[src/rtl/irq_regwin_pkg.sv]
package irq_regwin_pkg;
    localparam int ADDR_W   = 8;
    localparam int DATA_W   = 32;
    localparam int SEL_W    = 8;
    localparam int ID_W     = 4;
    localparam int ID_LSB   = 24;
    localparam int MASK_BIT = 16;
    localparam int RIRR_BIT = 14;
    localparam int WIN_BYTES = 4;

    localparam logic [ADDR_W-1:0] OFS_SEL = 8'h00;
    localparam logic [ADDR_W-1:0] OFS_WIN = 8'h10;

    localparam logic [SEL_W-1:0] IDX_ID       = 8'h00;
    localparam logic [SEL_W-1:0] IDX_VER      = 8'h01;
    localparam logic [SEL_W-1:0] IDX_ARB      = 8'h02;
    localparam logic [SEL_W-1:0] IDX_TBL_BASE = 8'h10;

    localparam logic [7:0] VERSION = 8'h11;

    typedef enum logic [2:0] {
        ACC_NONE,
        ACC_ID,
        ACC_VER,
        ACC_ARB,
        ACC_TBL
    } acc_kind_e;

    typedef struct packed {
        logic [DATA_W-1:0] hi;
        logic [DATA_W-1:0] lo;
    } rte_t;
endpackage

[src/rtl/irq_regwin_decode.sv]
module irq_regwin_decode
    import irq_regwin_pkg::*;
#(
    parameter int NUM_PINS = 24,
    localparam int IDX_W = $clog2(NUM_PINS)
) (
    input  logic [ADDR_W-1:0] addr,
    input  logic [2:0]        size,
    input  logic [SEL_W-1:0]  sel,
    output logic              is_sel,
    output logic              is_win,
    output acc_kind_e         kind,
    output logic [IDX_W-1:0]  tbl_idx,
    output logic              tbl_hi
);
    logic [SEL_W-1:0] rel;
    logic [SEL_W-2:0] full_idx;

    always_comb begin
        is_sel   = (addr == OFS_SEL);
        is_win   = (addr == OFS_WIN) && (int'(size) == WIN_BYTES);
        rel      = sel - IDX_TBL_BASE;
        full_idx = rel[SEL_W-1:1];
        tbl_hi   = sel[0];
        tbl_idx  = full_idx[IDX_W-1:0];
        case (sel)
            IDX_ID:  kind = ACC_ID;
            IDX_VER: kind = ACC_VER;
            IDX_ARB: kind = ACC_ARB;
            default: begin
                if (sel >= IDX_TBL_BASE && int'(full_idx) < NUM_PINS) begin
                    kind = ACC_TBL;
                end else begin
                    kind = ACC_NONE;
                end
            end
        endcase
    end
endmodule

[src/rtl/irq_regwin_entry.sv]
module irq_regwin_entry
    import irq_regwin_pkg::*;
(
    input  logic              clk,
    input  logic              rst_n,
    input  logic              wr_lo,
    input  logic              wr_hi,
    input  logic [DATA_W-1:0] wdata,
    input  logic              rirr_set,
    input  logic              rirr_clr,
    output rte_t              entry_o
);
    rte_t ent_d, ent_q;

    always_comb begin
        ent_d = ent_q;
        if (wr_lo) ent_d.lo = wdata;
        if (wr_hi) ent_d.hi = wdata;
        // dispatch side owns the in-service flag over the bus
        if (rirr_set) begin
            ent_d.lo[RIRR_BIT] = 1'b1;
        end else if (rirr_clr) begin
            ent_d.lo[RIRR_BIT] = 1'b0;
        end
    end

    always_ff @(posedge clk) begin
        if (!rst_n) begin
            ent_q.hi <= '0;
            ent_q.lo <= DATA_W'(1) << MASK_BIT;
        end else begin
            ent_q <= ent_d;
        end
    end

    assign entry_o = ent_q;
endmodule

[src/rtl/irq_regwin_rdmux.sv]
module irq_regwin_rdmux
    import irq_regwin_pkg::*;
#(
    parameter int NUM_PINS = 24,
    localparam int IDX_W = $clog2(NUM_PINS)
) (
    input  acc_kind_e                     kind,
    input  logic [IDX_W-1:0]              idx,
    input  logic                          hi,
    input  logic [ID_W-1:0]               id,
    input  logic [NUM_PINS-1:0][63:0]     tbl,
    output logic [DATA_W-1:0]             val
);
    localparam logic [7:0] MAX_PIN = 8'(NUM_PINS - 1);

    logic [63:0] ent;

    always_comb begin
        ent = tbl[idx];
        case (kind)
            ACC_ID:  val = DATA_W'(id) << ID_LSB;
            ACC_VER: val = {8'h00, MAX_PIN, 8'h00, VERSION};
            ACC_TBL: val = hi ? ent[63:32] : ent[31:0];
            default: val = '0;
        endcase
    end
endmodule

[src/rtl/irq_regwin.sv]
module irq_regwin
    import irq_regwin_pkg::*;
#(
    parameter int NUM_PINS = 24,
    localparam int IDX_W = $clog2(NUM_PINS)
) (
    input  logic                     clk,
    input  logic                     rst_n,
    input  logic                     bus_wr,
    input  logic                     bus_rd,
    input  logic [7:0]               bus_addr,
    input  logic [2:0]               bus_size,
    input  logic [31:0]              bus_wdata,
    output logic [31:0]              bus_rdata,
    output logic                     bus_rvalid,
    output logic [NUM_PINS*64-1:0]   tbl_o,
    output logic                     tbl_upd_o,
    output logic [IDX_W-1:0]         tbl_upd_idx_o,
    input  logic [NUM_PINS-1:0]      rirr_set_i,
    input  logic [NUM_PINS-1:0]      rirr_clr_i,
    input  logic [NUM_PINS-1:0]      pend_set_i,
    input  logic [NUM_PINS-1:0]      pend_clr_i,
    output logic [NUM_PINS-1:0]      pend_o
);
    typedef struct packed {
        logic [SEL_W-1:0]    sel;
        logic [ID_W-1:0]     id;
        logic [NUM_PINS-1:0] pend;
        logic [DATA_W-1:0]   rdata;
        logic                rvalid;
        logic                upd;
        logic [IDX_W-1:0]    upd_idx;
    } st_t;

    st_t st_d, st_q;

    logic                      is_sel, is_win, tbl_hi, tbl_wr;
    acc_kind_e                 kind;
    logic [IDX_W-1:0]          tbl_idx;
    logic [DATA_W-1:0]         win_val;
    logic [NUM_PINS-1:0]       wr_lo, wr_hi;
    logic [NUM_PINS-1:0][63:0] tbl;

    irq_regwin_decode #(.NUM_PINS(NUM_PINS)) u_dec (
        .addr    (bus_addr),
        .size    (bus_size),
        .sel     (st_q.sel),
        .is_sel  (is_sel),
        .is_win  (is_win),
        .kind    (kind),
        .tbl_idx (tbl_idx),
        .tbl_hi  (tbl_hi)
    );

    irq_regwin_rdmux #(.NUM_PINS(NUM_PINS)) u_mux (
        .kind (kind),
        .idx  (tbl_idx),
        .hi   (tbl_hi),
        .id   (st_q.id),
        .tbl  (tbl),
        .val  (win_val)
    );

    assign tbl_wr = bus_wr && is_win && (kind == ACC_TBL);

    always_comb begin
        for (int k = 0; k < NUM_PINS; k++) begin
            wr_lo[k] = tbl_wr && (tbl_idx == IDX_W'(k)) && !tbl_hi;
            wr_hi[k] = tbl_wr && (tbl_idx == IDX_W'(k)) &&  tbl_hi;
        end
    end

    for (genvar g = 0; g < NUM_PINS; g++) begin : g_ent
        rte_t ent;
        irq_regwin_entry u_ent (
            .clk      (clk),
            .rst_n    (rst_n),
            .wr_lo    (wr_lo[g]),
            .wr_hi    (wr_hi[g]),
            .wdata    (bus_wdata),
            .rirr_set (rirr_set_i[g]),
            .rirr_clr (rirr_clr_i[g]),
            .entry_o  (ent)
        );
        assign tbl[g] = ent;
    end

    always_comb begin
        st_d        = st_q;
        st_d.rvalid = bus_rd;
        st_d.rdata  = '0;
        st_d.upd    = 1'b0;
        st_d.pend   = (st_q.pend & ~pend_clr_i) | pend_set_i;

        if (bus_wr && is_sel) begin
            st_d.sel = bus_wdata[SEL_W-1:0];
        end
        if (bus_wr && is_win && kind == ACC_ID) begin
            st_d.id = bus_wdata[ID_LSB +: ID_W];
        end
        if (tbl_wr) begin
            st_d.upd     = 1'b1;
            st_d.upd_idx = tbl_idx;
        end
        if (bus_rd) begin
            if (is_sel) begin
                st_d.rdata = DATA_W'(st_q.sel);
            end else if (is_win) begin
                st_d.rdata = win_val;
            end
        end
    end

    always_ff @(posedge clk) begin
        if (!rst_n) begin
            st_q <= '0;
        end else begin
            st_q <= st_d;
        end
    end

    assign bus_rdata     = st_q.rdata;
    assign bus_rvalid    = st_q.rvalid;
    assign tbl_o         = tbl;
    assign tbl_upd_o     = st_q.upd;
    assign tbl_upd_idx_o = st_q.upd_idx;
    assign pend_o        = st_q.pend;
endmodule

[config.mk]
export PLATFORM = sky130hd
export DESIGN_NAME = irq_regwin
export DESIGN_NICKNAME = d
export VERILOG_FILES = /design/src/rtl/irq_regwin_pkg.sv /design/src/rtl/irq_regwin_decode.sv /design/src/rtl/irq_regwin_entry.sv /design/src/rtl/irq_regwin_rdmux.sv /design/src/rtl/irq_regwin.sv
export SDC_FILE = /design/constraint.sdc
export NUM_CORES = 2
export LEC_CHECK = 0
export BUFFER_PORTS_ARGS = -buffer_cell sky130_fd_sc_hd__buf_2
export CAP_MARGIN = 20
export CORE_AREA = 2 2 681 683
export CTS_CLUSTER_DIAMETER = 80
export DETAILED_ROUTE_END_ITERATION = 7
export DIE_AREA = 0 0 683 685
export GPL_ROUTABILITY_DRIVEN = 0
export GPL_TIMING_DRIVEN = 0
export HOLD_SLACK_MARGIN = 0.05
export MAX_ROUTING_LAYER = met4
export PLACE_DENSITY_LB_ADDON = 0.05
export RECOVER_POWER = 50
export SETUP_SLACK_MARGIN = 0.15
export SLEW_MARGIN = 10
export SYNTH_ARGS = -nofsm -noshare
export SYNTH_HDL_FRONTEND = slang
export SYNTH_SLANG_ARGS = --single-unit
[constraint.sdc]
create_clock -name clk -period 7.4 [get_ports clk]
set_input_delay 1.11 -clock clk [delete_from_list [all_inputs] [get_ports clk]]
set_output_delay 1.11 -clock clk [all_outputs]
set_load 0.01 [all_outputs]
==> flow_metrics.py <==
metrics = {
    "clocking": {
        "clockRootBuffer": "clkbuf_16",
        "cts_tree": "yes",
        "post_cts_buffers": 0,
        "htree_num_levels": 4,
        "cts_resized": 0,
        "clk_pin_slew_ps": 60,
        "cts_buffers": 236,
        "cts_max_path_buffers": 4,
        "cts.sinks": 1611,
        "clk_latency_ps": 990,
        "cts_hold_buf": 0,
    },
    "sta": {
        "final.setup.tns_ps": 0,
        "timing.final.crit_share": 0.939,
        "fin_crit_ps": 6950,
        "slew_viol_final": 22,
        "rsz0062_at_grt": "false",
        "tightest_slew_ps": 1800,
        "clock_skew_ps": 58.8,
        "fmax_ghz": 0.144,
        "finalSetupViolations": 0,
        "setup_ws_ps": 453,
        "hold_viol_final": 0,
        "slew_headroom": -0.203,
    },
    "floorplanning": {
        "dieArea_mm2": 0.468,
        "row_count": 250,
        "core_area_mm2": 0.461,
        "initial_core_util": 0.157,
        "die_x_um": 683,
        "ios": 1742,
        "die_y_um": 685,
    },
    "synthesis": {
        "yosysSeqAreaShare": 0.445,
        "ys_warn_count": 0,
        "synth.top_cell.area_share": 0.445,
        "synth_edf_count": 0,
        "async_flop_share": 0,
        "synth.avg_cell_area_um2": 9.17,
        "synth_top_area_cell": "dfxtp_1",
        "syn-instance-count": 7905,
        "synth_ff_type": "dfxtp_1",
        "syn_area_mm2": 0.0725,
        "syn_nets": 8050,
        "synthTopCellsByArea": "dfxtp_1 45%, nand2_1 15%, mux4_2 11%",
        "ys_types": 64,
        "ys_seq_elements": 1611,
    },
    "outcome": {
        "violations": "capacitance limit, slew limit",
        "outcome": "finished, violations left",
    },
    "setup_path": {
        "crit_type": "register to register",
        "r2r_slack_ps": 450,
        "worstSetupEndpointType": "register",
        "cp_cell_sequence": "buf_2, inv_2, buf_2, buf_2, buf_12, ha_1, clkbuf_1, nand2_1, nor4_1, nand4_1, clkbuf_1, nand4b_1, nand3_1",
        "crit_buf_inv": 7,
        "worstSetupStartpointType": "register",
        "path_max_fanout": 10,
        "cp_top_family": "buffers and inverters",
        "max_stage_delay_ps": 1000,
        "cp_slowest_cell": "nand4_1",
        "cp.required_ps": 8250,
        "crit_top_cell": "buf_2",
        "crit_arrival_ps": 7800,
    },
    "power": {
        "irDropWorstVdd_mv": 0.194,
        "power.total_mw": 21.8,
        "p_leak_nw": 33.6,
        "p_per_area_mw_per_mm2": 224,
    },
    "route": {
        "firstDrtPassIters": 8,
        "wl_per_cell_um": 46.4,
        "drtIter0Drc": 7242,
        "wirelength_um": 761000,
        "ant_nets": 0,
        "vias_per_cell": 4.60,
        "drc": 0,
        "num_vias": 75503,
    },
    "placement": {
        "dp_hpwl_um": 633000,
        "place_area_mm2": 0.0914,
        "dp_cells": 15922,
        "port_buffers": 1709,
        "place_ws_ps": 610,
    },
    "layout": {
        "fin_cells": 16407,
        "stdcell_area_mm2": 0.0974,
        "final_nets": 10137,
        "syn_to_final_growth_pct": 34.5,
        "drive_gt1_frac": 0.135,
    },
    "grt": {
        "grt_overflow": 0,
        "grt_pass1_wl_um": 922000,
        "grt_max_degree": 18,
        "grt.total_usage": 0.322,
        "grt_pass1_vias": 71332,
        "antenna_found_initial": 121,
    },
    "flow_run": {
        "drv_cap": 2,
    },
    "worst_hold_path": {
        "hold_path.class": "primary input to register",
    },
}
through the flow:
| stage | hold slack [ps] | util |
|---|---|---|
| floorplan | 441 | - |
| global placement | 453 | 0.192 |
| detailed placement | 458 | 0.198 |
| CTS | 254 | 0.215 |
| global route | 290 | 0.211 |
| finish | 337 | 0.211 |
where the power goes:
group	total [mW]	switching (mW)	internal (mW)
clock network	12.0	5.07	6.96
logic	1.04	0.800	0.238
registers	8.71	0.0142	8.69
synthesized netlist by cell type (48+ instances only):
master    count
mux4_2      368
a21oi_1      58
a21boi_1     50
nand2_1    2801
mux2i_1     518
buf_2       116
buf_4        76
clkbuf_1    634
nor2_1       62
nand3_1      65
nand4b_1     48
a21boi_0   1056
dfxtp_1    1611
cell families (layout without fill, tap and decap cells):
family | count (synthesis) | count (layout) | share of synthesized area
DFF | 1611 | 1611 | 0.445
muxes | 907 | 907 | 0.189
other | 0 | 62 | 0
AOI/OAI and AO/OA | 1352 | 1352 | 0.138
buffers and inverters | 870 | 3136 | 0.0510
and+or+nand+nor | 3163 | 3163 | 0.177
adders and majority gates | 2 | 2 | 0.000345
flip-flops by register name (all words and copies together), names as in the netlist:
| register | count |
|---|---|
| bus_rvalid | 1 |
| pend_o | 24 |
| tbl_upd_o | 1 |
| g_ent.u_ent.entry_o | 1536 |
| st_q | 12 |
| tbl_upd_idx_o | 5 |
| bus_rdata | 32 |
worst paths after layout:
check / startpoint / endpoint / depth (start not counted)
setup / recovery: st_q[71] / g_ent[7].u_ent.entry_o[14] / 13
hold reg to reg: g_ent[0].u_ent.entry_o[46] / g_ent[0].u_ent.entry_o[46] / 2
hold / removal: pend_set_i[20] / pend_o[20] / 2
setup reg to reg: st_q[71] / g_ent[7].u_ent.entry_o[14] / 13
worst register-to-register path: cells and delay by family (launching register included):
| kind | cells | cell delay [ps] |
|---|---|---|
| adders and majority gates | 1 | 200 |
| and+or+nand+nor | 5 | 2800 |
| buffers and inverters | 7 | 3450 |
| DFF | 1 | 380 |
cells in the final DEF, fill, tap and decap left out, drive strengths merged, types with 18 or more instances in the layout:
master	synthesis	final
mux2i	518	518
o21a	24	24
mux2	21	21
clkinv	0	44
nor3	24	24
a21oi	58	58
a21boi	1106	1106
and4	31	31
nand4	39	39
nor2b	44	44
buf	231	497
a221oi	18	18
mux4	368	368
diode	0	62
nor2	62	62
clkbuf	634	2561
nand3	65	65
nand4b	48	48
nand2	2801	2801
o21ai	44	44
dfxtp	1611	1611
layer usage:
layer,track usage,vias to the layer above,part of all wire
met1,0.372,39496,0.40
met3,0.0684,953,0.068
met4,0.152,0,0.062
li1,-,31190,-
met2,0.530,3864,0.47
met5,-,-,0
layout make-up:
class / count / area (µm²)
clock buffers: 345 / 6900
inverters: 5 / 18.8
plain buffers: 865 / 3860
fillers: 51627 / 364000
multi-input cells: 5424 / 36600
well taps: 6174 / 7720
repair buffers: 1849 / 8940
diodes: 62 / 155
clock inverters: 72 / 972
flip-flops and latches: 1611 / 32300
Note: power is estimated with default switching activity, not from simulation.
